<file path="config.mk">
export PLATFORM = sky130hd
export DESIGN_NAME = irq_dest_resolver
export DESIGN_NICKNAME = d
export VERILOG_FILES = /design/src/rtl/irq_dest_pkg.sv /design/src/rtl/irq_cmd_decode.sv /design/src/rtl/irq_agent_match.sv /design/src/rtl/irq_lowest_pick.sv /design/src/rtl/irq_dest_resolver.sv
export SDC_FILE = /design/constraint.sdc
export NUM_CORES = 1
export LEC_CHECK = 0
export CORE_MARGIN = 2
export CORE_UTILIZATION = 23
export DETAILED_ROUTE_END_ITERATION = 7
export DONT_BUFFER_PORTS = 1
export GPL_TIMING_DRIVEN = 0
export HOLD_SLACK_MARGIN = 0.15
export PLACE_DENSITY = 0.44
export SETUP_SLACK_MARGIN = 0.02
export SYNTH_ARGS = -nofsm -noshare
export SYNTH_HDL_FRONTEND = slang
export SYNTH_HIERARCHICAL = 1
export SYNTH_SLANG_ARGS = --single-unit
</file>
<file path="constraint.sdc">
create_clock -name clk -period 8.8 [get_ports clk]
set_input_delay 0.88 -clock clk [delete_from_list [all_inputs] [get_ports clk]]
set_output_delay 0.88 -clock clk [all_outputs]
set_load 0.05 [all_outputs]
</file>
<file path="src/rtl/irq_dest_pkg.sv">
package irq_dest_pkg;

   localparam int DEST_W  = 8;
   localparam int MODEL_W = 4;
   localparam int WORD_W  = 32;

   localparam logic [MODEL_W-1:0] MODEL_FLAT    = 4'hF;
   localparam logic [MODEL_W-1:0] MODEL_CLUSTER = 4'h0;

   localparam logic [DEST_W-1:0] DEST_BCAST = 8'hFF;

   typedef enum logic [2:0] {
      DLV_FIXED   = 3'd0,
      DLV_LOWPRI  = 3'd1,
      DLV_SMI     = 3'd2,
      DLV_RSVD    = 3'd3,
      DLV_NMI     = 3'd4,
      DLV_INIT    = 3'd5,
      DLV_STARTUP = 3'd6,
      DLV_EXTINT  = 3'd7
   } dlv_mode_e;

   typedef enum logic [1:0] {
      SH_NONE     = 2'd0,
      SH_SELF     = 2'd1,
      SH_ALL      = 2'd2,
      SH_ALL_BUT  = 2'd3
   } shorthand_e;

   typedef struct packed {
      logic [7:0] vector;
      dlv_mode_e  mode;
      logic       logical;
      logic       level;
      logic       trigger;
      shorthand_e shorthand;
   } cmd_fields_t;

endpackage

</file>
<file path="src/rtl/irq_cmd_decode.sv">
module irq_cmd_decode
   import irq_dest_pkg::*;
(
   input  logic [WORD_W-1:0] lo_word,
   output cmd_fields_t       fields,
   output logic              is_deassert
);

   logic unused_bits;
   assign unused_bits = ^{lo_word[31:20], lo_word[17:16], lo_word[13:12]};

   always_comb begin
      fields.vector    = lo_word[7:0];
      fields.mode      = dlv_mode_e'(lo_word[10:8]);
      fields.logical   = lo_word[11];
      fields.level     = lo_word[14];
      fields.trigger   = lo_word[15];
      fields.shorthand = shorthand_e'(lo_word[19:18]);
   end

   assign is_deassert = (fields.mode == DLV_INIT) && !fields.level && fields.trigger;

endmodule

</file>
<file path="src/rtl/irq_agent_match.sv">
module irq_agent_match
   import irq_dest_pkg::*;
(
   input  logic [DEST_W-1:0]  dest,
   input  logic [DEST_W-1:0]  phys_id,
   input  logic [DEST_W-1:0]  log_addr,
   input  logic [MODEL_W-1:0] model,
   output logic               id_hit,
   output logic               log_hit
);

   logic flat_hit;
   logic clus_hit;

   assign id_hit   = (dest == phys_id);
   assign flat_hit = |(dest & log_addr);
   assign clus_hit = (dest[7:4] == log_addr[7:4]) && |(dest[3:0] & log_addr[3:0]);

   always_comb begin
      unique case (model)
         MODEL_FLAT:    log_hit = flat_hit;
         MODEL_CLUSTER: log_hit = clus_hit;
         default:       log_hit = 1'b0;
      endcase
   end

endmodule

</file>
<file path="src/rtl/irq_lowest_pick.sv">
module irq_lowest_pick #(
   parameter int WIDTH      = 8,
   parameter bit PICK_ARITH = 1'b1
) (
   input  logic [WIDTH-1:0] req,
   output logic [WIDTH-1:0] pick
);

   generate
      if (PICK_ARITH) begin : g_arith
         assign pick = req & (~req + WIDTH'(1));
      end else begin : g_ripple
         logic [WIDTH:0] seen;
         assign seen[0] = 1'b0;
         for (genvar i = 0; i < WIDTH; i++) begin : g_bit
            assign pick[i]   = req[i] & ~seen[i];
            assign seen[i+1] = seen[i] | req[i];
         end
      end
   endgenerate

endmodule

</file>
<file path="src/rtl/irq_dest_resolver.sv">
module irq_dest_resolver
   import irq_dest_pkg::*;
#(
   parameter int  N_AGENTS   = 8,
   parameter bit  PICK_ARITH = 1'b1,
   localparam int IDX_W      = (N_AGENTS > 1) ? $clog2(N_AGENTS) : 1
) (
   input  logic                        clk,
   input  logic                        rst_n,
   input  logic                        cmd_hi_wr,
   input  logic                        cmd_lo_wr,
   input  logic [WORD_W-1:0]           cmd_wdata,
   input  logic [IDX_W-1:0]            sender_idx,
   input  logic [N_AGENTS*DEST_W-1:0]  agent_phys_id,
   input  logic [N_AGENTS*DEST_W-1:0]  agent_log_dest,
   input  logic [N_AGENTS*MODEL_W-1:0] agent_model,
   output logic                        res_valid,
   output logic [N_AGENTS-1:0]         res_mask,
   output logic [7:0]                  res_vector,
   output logic [2:0]                  res_dlv_mode,
   output logic                        res_trigger,
   output logic                        arb_upd_valid,
   output logic [N_AGENTS-1:0]         arb_upd_mask
);

   localparam logic [N_AGENTS-1:0] ALL_ONES = {N_AGENTS{1'b1}};

   generate
      if (N_AGENTS < 1 || N_AGENTS > 256) begin : g_bad_count
         $error("irq_dest_resolver: N_AGENTS must lie in 1..256");
      end
   endgenerate

   // capture stage
   cmd_fields_t        dec_fields;
   logic               dec_deassert;
   cmd_fields_t        cmd_q;
   logic               deassert_q;
   logic               go_q;
   logic [IDX_W-1:0]   sender_q;
   logic [DEST_W-1:0]  dest_q;

   irq_cmd_decode u_decode (
      .lo_word     (cmd_wdata),
      .fields      (dec_fields),
      .is_deassert (dec_deassert)
   );

   always_ff @(posedge clk) begin
      if (!rst_n) begin
         go_q       <= 1'b0;
         cmd_q      <= '0;
         deassert_q <= 1'b0;
         sender_q   <= '0;
         dest_q     <= '0;
      end else begin
         go_q <= cmd_lo_wr;
         if (cmd_hi_wr) begin
            dest_q <= cmd_wdata[31:24];
         end
         if (cmd_lo_wr) begin
            cmd_q      <= dec_fields;
            deassert_q <= dec_deassert;
            sender_q   <= sender_idx;
         end
      end
   end

   // resolve stage
   logic [N_AGENTS-1:0] id_hits;
   logic [N_AGENTS-1:0] log_hits;
   logic [N_AGENTS-1:0] self_mask;

   for (genvar i = 0; i < N_AGENTS; i++) begin : g_agent
      irq_agent_match u_match (
         .dest     (dest_q),
         .phys_id  (agent_phys_id[i*DEST_W +: DEST_W]),
         .log_addr (agent_log_dest[i*DEST_W +: DEST_W]),
         .model    (agent_model[i*MODEL_W +: MODEL_W]),
         .id_hit   (id_hits[i]),
         .log_hit  (log_hits[i])
      );
      assign self_mask[i] = (sender_q == IDX_W'(i));
   end

   logic [N_AGENTS-1:0] id_first;
   logic [N_AGENTS-1:0] dest_mask;
   logic [N_AGENTS-1:0] shaped_mask;
   logic [N_AGENTS-1:0] lowest_mask;
   logic [N_AGENTS-1:0] final_mask;

   irq_lowest_pick #(.WIDTH(N_AGENTS), .PICK_ARITH(PICK_ARITH)) u_id_pick (
      .req  (id_hits),
      .pick (id_first)
   );

   always_comb begin
      if (cmd_q.logical) begin
         dest_mask = log_hits;
      end else if (dest_q == DEST_BCAST) begin
         dest_mask = ALL_ONES;
      end else begin
         dest_mask = id_first;
      end
   end

   always_comb begin
      unique case (cmd_q.shorthand)
         SH_NONE:    shaped_mask = dest_mask;
         SH_SELF:    shaped_mask = self_mask;
         SH_ALL:     shaped_mask = ALL_ONES;
         SH_ALL_BUT: shaped_mask = ~self_mask;
         default:    shaped_mask = '0;
      endcase
   end

   irq_lowest_pick #(.WIDTH(N_AGENTS), .PICK_ARITH(PICK_ARITH)) u_lp_pick (
      .req  (shaped_mask),
      .pick (lowest_mask)
   );

   assign final_mask = (cmd_q.mode == DLV_LOWPRI) ? lowest_mask : shaped_mask;

   // result registers
   always_ff @(posedge clk) begin
      if (!rst_n) begin
         res_valid     <= 1'b0;
         res_mask      <= '0;
         res_vector    <= '0;
         res_dlv_mode  <= '0;
         res_trigger   <= 1'b0;
         arb_upd_valid <= 1'b0;
         arb_upd_mask  <= '0;
      end else begin
         res_valid     <= go_q && !deassert_q;
         arb_upd_valid <= go_q && deassert_q;
         if (go_q && !deassert_q) begin
            res_mask     <= final_mask;
            res_vector   <= cmd_q.vector;
            res_dlv_mode <= cmd_q.mode;
            res_trigger  <= cmd_q.trigger;
         end
         if (go_q && deassert_q) begin
            arb_upd_mask <= shaped_mask;
         end
      end
   end

endmodule

</file>
==> impl_metrics.yaml, run 1 <==
finish:
  final_cells: 731
  area_growth_pct: 13.6
  n_antenna_cell: 0
  final_common_cell: "xnor2_1"
  drive_above_1_share_pct: 11.0
  final_nets: 728
  fillerInstances: 1964
  final_cell_mix: "xnor2_1, dfxtp_1, nand2_1"
power_and_ir_drop:
  p_int_uw: 539
  power.switching_uw: 229
  p_per_area_nw_per_um2: 160
  p_comb_share_pct: 16.1
  pwr-share-clk_pct: 43.1
  cellLeakagePower_uw: 0.00172
  vdd_drop_max_uv: 110
  seqPwrFrac_pct: 40.9
  p_sw_share_pct: 29.8
timing:
  worst_pin_slew_ps: 1130
  finalClockSkew_ps: 11.4
  fmax_mhz: 272
  rsz0062_at_grt: "false"
  finalSetupViolations: 0
  finalMaxSlewViolations: 0
  fin_crit_sh_pct: 41.7
  min_period_ps: 3670
  finalHoldViolCount: 0
  max_slew_margin_pct: 24.4
  tns_ps: 0
synth:
  ys_warn_count: 6
  synth_area_per_cell_sq_um: 8.69
  syn_inst: 486
  synth_fp_nets: 717
  synth_area_sq_um: 4220
global_route:
  grt_pass1_wl_mm: 21.6
  grt_pass1_vias: 3876
  grt_max_degree: 19
  antenna_found_initial: 0
  grt_overflow: 0
  grtUsageTotal_pct: 14.2
setup_path:
  critical_path_class: "flop to flop"
  crit_path_end_kind: "flop"
  crit_path_start_kind: "flop"
  critPathMaxFanout: 18
  worstPathRequired_ps: 9020
  arrival_ps: 3890
floorplan:
  die_area_sq_um: 19500
  dieWidth_um: 140
  die_height_um: 140
  ios: 229
  rows: 49
  start_util_pct: 23.5
  coreArea_sq_um: 18000
detailed_routing:
  wl_met3_mm: 1.45
  viasPerCell: 5.11
  via_count: 3739
  met2_length_mm: 7.21
  remaining_drc_errors: 0
  routed.top_layer: "met4"
  drtPass1Iterations: 5
  drt_wl_total_mm: 14.5
  drt_iter0_markers: 147
  wl_per_cell_um: 19.9
  antenna_left: 0
  met1Wirelength_mm: 5.79
clocking:
  clk-insertion-delay-late_ps: 330
  cts-root-buf: "clkbuf_16"
  post_cts_buffers: 0
  clkTransAtPathRegs_ps: 60
  cts_tree: "yes"
  cts_buffers: 9
  postCtsHoldBufs: 0
  ctsResizeCount: 0
  h-tree-depth: 3
  clock-sinks: 58
  cts.path.max_buffers: 2
placement:
  portBuffers: 0
  place_hpwl_mm: 11.4
  dp.cells: 715
  gp_congestion: 0.846
run:
  cap_violations: 0
hold_path:
  hp-class: "flop to flop"
outcome:
  status: "completed"
power by group through the flow:
stage / sequential (uW) / clock (uW) / combinational (uW)
detailed placement: 320 / 0 / 124
CTS: 315 / 341 / 124
global placement: 320 / 0 / 119
floorplan: 309 / 0 / 100
global route: 316 / 354 / 138
finish: 314 / 331 / 123
area by class of cell:
class | instances | area (sq um) | share of cell area [%]
Inverter | 2 | 7.51 | 0.156
Tap cell | 229 | 287 | 5.97
Clock inverter | 6 | 50.0 | 1.04
Clock buffer | 10 | 239 | 4.98
Multi-Input combinational cell | 387 | 2810 | 58.6
Sequential cell | 58 | 1160 | 24.2
Buffer | 39 | 241 | 5.03
critical path: stages, from the launching register on:
cell and delay, ps:
dfxtp_1 1050, xnor2_1 210, nand4_1 130, nor2_1 290, and2b_2 260, o221ai_1 310, nand2_1 190, nor4_2 400
and4b_1 240, or3_1 100, o21ai_0 70, a311oi_1 290
metrics by stage:
step           instance area (sq um)  hold WS (ps)  power [uW]  util, %  setup slack, ps
6_report                        4800           458         768     26.7             5130
5_1_grt                         4800           482         809     26.7             4810
4_1_cts                         4800           461         780     26.7             5080
3_5_place_dp                    4510           444         444     25.1             5080
3_3_place_gp                    4510           440         439     25.1             5180
2_1_floorplan                   4220           431         409        -             5880
sequential cells by signal, indices dropped and copies added (netlist names), 3 cells and up:
signal / count
cmd_q: 15
arb_upd_mask: 8
dest_q: 8
res_mask: 8
res_vector: 8
res_dlv_mode: 3
sender_q: 3
metal layers:
metal	vias to the layer above	global-route usage (%)
met1	1767	15.7
met3	4	6.23
li1	1807	-
met5	-	0
met2	161	25.4
met4	0	3.08
path summary, 6_finish.rpt:
path	end	slack (ps)	start	cells past startpoint
min reg2reg	res_trigger	460	cmd_q[2]	2
max reg2reg	res_mask[7]	5130	dest_q[4]	11
min	res_trigger	460	cmd_q[2]	2
max	res_mask[7]	5130	dest_q[4]	11
Power figures use the tool's default switching activity.
==> run 2, diff against run 1 <==
- ABC_AREA: default -> 1
- PLACE_DENSITY: 0.44 -> 0.45
- clock period: 8.8 -> 3.09 ns (I/O delays scaled with it)
==> impl_metrics.yaml, run 2 <==
global_route:
  grt_overflow: 0
  grt_pass1_vias: 5163
  antenna_found_initial: 2
  grt_max_degree: 27
  grtUsageTotal_pct: 14.4
  grt_pass1_wl_mm: 27.2
floorplan:
  ios: 229
  start_util_pct: 23.5
  coreArea_sq_um: 22800
  die_area_sq_um: 24600
  die_height_um: 157
  dieWidth_um: 157
  rows: 55
detailed_routing:
  drt_wl_total_mm: 17.7
  drt_iter0_markers: 237
  drtPass1Iterations: 4
  via_count: 5483
  wl_per_cell_um: 13.2
  viasPerCell: 4.07
  antenna_left: 0
  remaining_drc_errors: 0
hold_path:
  hp-start: "cmd_lo_wr"
  hp-class: "primary input to flop"
power_and_ir_drop:
  vdd_drop_max_uv: 377
  p_total_uw: 2440
  p_int_uw: 1630
  p_comb_share_pct: 20.7
  cellLeakagePower_uw: 0.00333
  p_per_area_nw_per_um2: 392
  pwr-share-clk_pct: 39.6
  seqPwrFrac_pct: 39.8
  power.switching_uw: 808
  p_sw_share_pct: 33.2
synth:
  ys_warn_count: 6
  synth_area_per_cell_sq_um: 5.36
  syn_inst: 1000
  synth_area_sq_um: 5360
  synth_fp_nets: 1231
finish:
  final_common_cell: "nand2_1"
  final_nets: 1258
  final_cell_mix: "nand2_1, nor2_1, inv_1"
  multiInputGateArea_sq_um: 3410
  top_register: "cmd_q"
  area_growth_pct: 15.9
  fillerInstances: 2652
  largest_register_ffs: 15
  seqCellArea_sq_um: 1170
  drive_above_1_share_pct: 8.62
  final_cells: 1346
  final_cell_area_sq_um: 6210
  utilization_pct: 27.3
setup_path:
  critPathMaxFanout: 26
  cp_slowest_cell: "dfxtp_2"
  critPathMaxStageDelay_ps: 750
  r2r_start: "dest_q[7]"
  rr_endpoint: "res_mask[6]"
  reg2reg_depth: 15
  arrival_ps: 2750
  crit_path_end_kind: "flop"
  crit_family: "simple AND/OR/NAND/NOR gates"
  worstPathRequired_ps: 3300
  path_buf_inv: 1
  critical_path_class: "flop to flop"
  cp_cell_sequence: "ha_1, nor2_1, nand2_1, nor2_1, o21ai_0, nand2_1, inv_1, a21oi_1, nand2_1, nand2_2, nor2_2, nand3_2, nor2_1, a21oi_1, a21oi_2"
  cp-startpoint: "dest_q[7]"
  crit_end: "res_mask[6]"
  path_depth: 15
  crit_path_start_kind: "flop"
  r2r_slack_ps: 550
clocking:
  h-tree-depth: 3
  clkTransAtPathRegs_ps: 50
  cts_buffers: 9
  cts-root-buf: "clkbuf_16"
  cts.path.max_buffers: 2
  cts_tree: "yes"
  clock-sinks: 58
  clk-insertion-delay-late_ps: 330
placement:
  portBuffers: 0
  dp.cells: 1313
  place_hpwl_mm: 13.5
  gp_congestion: 0.773
  dpl_cell_area_sq_um: 5750
timing:
  worst_pin_slew_ps: 712
  max_slew_margin_pct: 52.5
  rsz0062_at_grt: "false"
  finalClockSkew_ps: 4.73
  finalSetupViolations: 0
  min_period_ps: 2540
  finalHoldViolCount: 0
  finalMaxSlewViolations: 0
  tns_ps: 0
  fin_crit_sh_pct: 82.2
  fmax_mhz: 394
run:
  cap_violations: 0
outcome:
  status: "completed"
## run 2: timing repair
item	4_1_cts	5_1_grt
endpoints found under the setup margin	0	8
resized for setup	0	8
endpoints found under the hold margin	10	0
buffers inserted	0	0
hold buffers	16	0
## run 2: power by group through the flow
stage	clock (uW)	combinational, uW	sequential (uW)
after floorplan	0	402	938
final	963	504	968
after global placement	0	487	985
after CTS	995	513	970
after global routing	1030	598	980
after detailed placement	0	492	985
## run 2: per-layer routing
metal	vias to the layer above	wire [um]	track usage [%]
met2	147	7990	24.6
met4	2	219	2.88
met1	2278	8150	17.8
li1	3039	-	-
met5	-	13	0
met3	17	1350	4.40
## run 2: worst reg2reg max path, stage by stage (launching register included)
cell,delay [ps]
dfxtp_2,750
ha_1,350
nor2_1,100
nand2_1,60
nor2_1,100
o21ai_0,90
nand2_1,70
inv_1,50
a21oi_1,180
nand2_1,100
nand2_2,140
nor2_2,70
nand3_2,90
nor2_1,40
a21oi_1,170
a21oi_2,70
## run 2: cell type report
class | count | area share (%)
Inverter | 154 | 9.38
Clock buffer | 10 | 3.69
Multi-Input combinational cell | 755 | 54.8
Tap cell | 313 | 6.30
Buffer | 33 | 3.42
Sequential cell | 58 | 18.8
Antenna cell | 1 | 0.0403
Timing Repair Buffer | 16 | 2.58
Clock inverter | 6 | 0.926
## run 2: how the worst min path moves through the flow
stage,end,slack [ps],cells after the start
floorplan,dest_q[1],440,2
global placement,sender_q[2],450,2
detailed placement,dest_q[1],460,2
CTS,cmd_q[6],150,2
global route,dest_q[3],170,2
finish,cmd_q[6],160,2
## run 2: stage by stage
| stage | hold slack (ps) | setup slack [ps] |
|---|---|---|
| global placement | 454 | 64.8 |
| detailed placement | 456 | 72.9 |
| global route | 172 | 221 |
| CTS | 151 | 64.4 |
| floorplan | 444 | 864 |
| finish | 157 | 550 |
==> run 3, diff against run 2 <==
- PLACE_DENSITY: 0.45 -> 0.44
- clock period: 3.09 -> 2.6 ns (I/O delays scaled with it)
==> impl_metrics.yaml, run 3 (synthesis results as in run 2) <==
detailed_routing:
  remaining_drc_errors: 0
  viasPerCell: 4.10
  drt_wl_total_mm: 18.6
  wl_per_cell_um: 13.7
  via_count: 5576
  drtPass1Iterations: 4
  antenna_left: 0
  drt_iter0_markers: 232
finish:
  final_common_cell: "nand2_1"
  final_cell_mix: "nand2_1, nor2_1, inv_1"
  final_nets: 1274
  multiInputGateArea_sq_um: 3410
  top_register: "cmd_q"
  n_antenna_cell: 0
  drive_above_1_share_pct: 8.97
  area_growth_pct: 19.3
  fillerInstances: 2596
  largest_register_ffs: 15
  seqCellArea_sq_um: 1190
global_route:
  antenna_found_initial: 0
  grt_max_degree: 27
  met2_usage_pct: 24.5
  grt-busiest-layer: "met2"
  grtUsageMet1_pct: 18.3
  grt_pass1_vias: 5255
  grt_pass1_wl_mm: 27.9
  grtUsageMet3_pct: 4.40
  grt_overflow: 0
  grtUsageTotal_pct: 14.6
clocking:
  clk-insertion-delay-late_ps: 330
  cts_buffers: 9
  cts-root-buf: "clkbuf_16"
  clkTransAtPathRegs_ps: 50
  cts.path.max_buffers: 2
  h-tree-depth: 3
  cts_tree: "yes"
  clock-sinks: 58
setup_path:
  cpMostUsedCell: "nor2_1"
  r2r_slack_ps: 250
  worstPathRequired_ps: 2810
  cp_cell_sequence: "buf_6, nor2_1, nor2_1, nor2_1, nand2_1, nor2_2, nor2_2, nand3_2, nor2_1, nor2_1, nand2_1, nand2_1, nand2_2, inv_1, nand2_1, nor2_1, a21oi_1, a21oi_2"
  crit_end: "res_mask[6]"
  reg2reg_depth: 18
  critPathMaxStageDelay_ps: 490
  crit_path_end_kind: "flop"
  critical_path_class: "flop to flop"
  critPathMaxFanout: 14
  r2r_start: "dest_q[6]"
  crit_path_start_kind: "flop"
  rr_endpoint: "res_mask[6]"
  arrival_ps: 2560
  cp-startpoint: "dest_q[6]"
  cp_slowest_cell: "dfxtp_4"
timing:
  fin_crit_sh_pct: 90.5
  finalSetupViolations: 0
  worst_pin_slew_ps: 565
  rsz0062_at_grt: "true"
  setup_ws_ps: 247
  whs_ps: 156
  finalClockSkew_ps: 6.23
  max_slew_margin_pct: 62.2
  min_period_ps: 2350
  finalMaxSlewViolations: 0
  fmax_mhz: 425
  finalHoldViolCount: 0
power_and_ir_drop:
  p_per_area_nw_per_um2: 449
  vdd_drop_max_uv: 347
  cellLeakagePower_uw: 0.00341
  p_total_uw: 2870
floorplan:
  die_area_sq_um: 24600
  ios: 229
  rows: 55
  dieWidth_um: 157
  die_height_um: 157
  start_util_pct: 23.5
  coreArea_sq_um: 22800
placement:
  portBuffers: 0
  gp_congestion: 0.765
  pre_cts_ws_ps: -454
  place_hpwl_mm: 13.7
hold_path:
  hp-class: "primary input to flop"
  hold_depth: 3
outcome:
  status: "completed"
run:
  cap_violations: 0
## run 3: where the power goes
part	total, uW	internal [uW]	switching (uW)
sequential	1130	944	188
clock	1090	669	426
combinational	646	274	372
total	2870	1890	985
## run 3: what timing repair did
item / CTS / global route
endpoints found under the hold margin: 22 / 0
setup endpoints to repair: 15 / 6
pin swaps: 0 / 0
gates resized for setup: 12 / 4
setup buffers: 0 / 4
hold buffers: 28 / 0
## run 3: how the worst min path moves through the flow
stage	from	endpoint	slack, ps
floorplan	cmd_wdata[25]	dest_q[1]	390
global route	cmd_wdata[1]	cmd_q[9]	160
CTS	cmd_wdata[1]	cmd_q[9]	150
detailed placement	cmd_wdata[28]	dest_q[4]	400
global placement	cmd_wdata[28]	dest_q[4]	400
finish	cmd_wdata[1]	cmd_q[9]	160
## run 3: cell type report
type,instances,area share [%]
Buffer,33,3.32
Tap cell,313,6.12
Multi-Input combinational cell,755,53.2
Inverter,154,9.11
Clock buffer,10,3.73
Sequential cell,58,18.6
Timing Repair Buffer,32,5.20
Clock inverter,6,0.665
## run 3: layer usage
metal / part of all wire, % / vias to the layer above / wire (um)
met5: 0 / - / 0
met4: 1.8 / 0 / 334
met3: 7.8 / 25 / 1450
met2: 45 / 157 / 8330
met1: 46 / 2321 / 8480
li1: - / 3073 / -
## run 3: per-stage QoR
step / setup TNS (ps) / utilization (%) / cell area, sq um / instances
2_1_floorplan: 0 / - / 5360 / 1000
3_3_place_gp: -2740 / 25.3 / 5750 / 1313
3_5_place_dp: -3500 / 25.3 / 5750 / 1313
4_1_cts: 0 / 27.8 / 6340 / 1357
5_1_grt: 0 / 28.1 / 6400 / 1361
6_report: 0 / 28.1 / 6400 / 1361
## run 3: worst max-delay path: cells and delay by family, from the launching register on
kind / cells / cell delay [ps]
AND/OR/NAND/NOR: 14 / 1160
flip-flops: 1 / 490
buffers and inverters: 2 / 300
AO/OA/AOI/OAI: 2 / 270
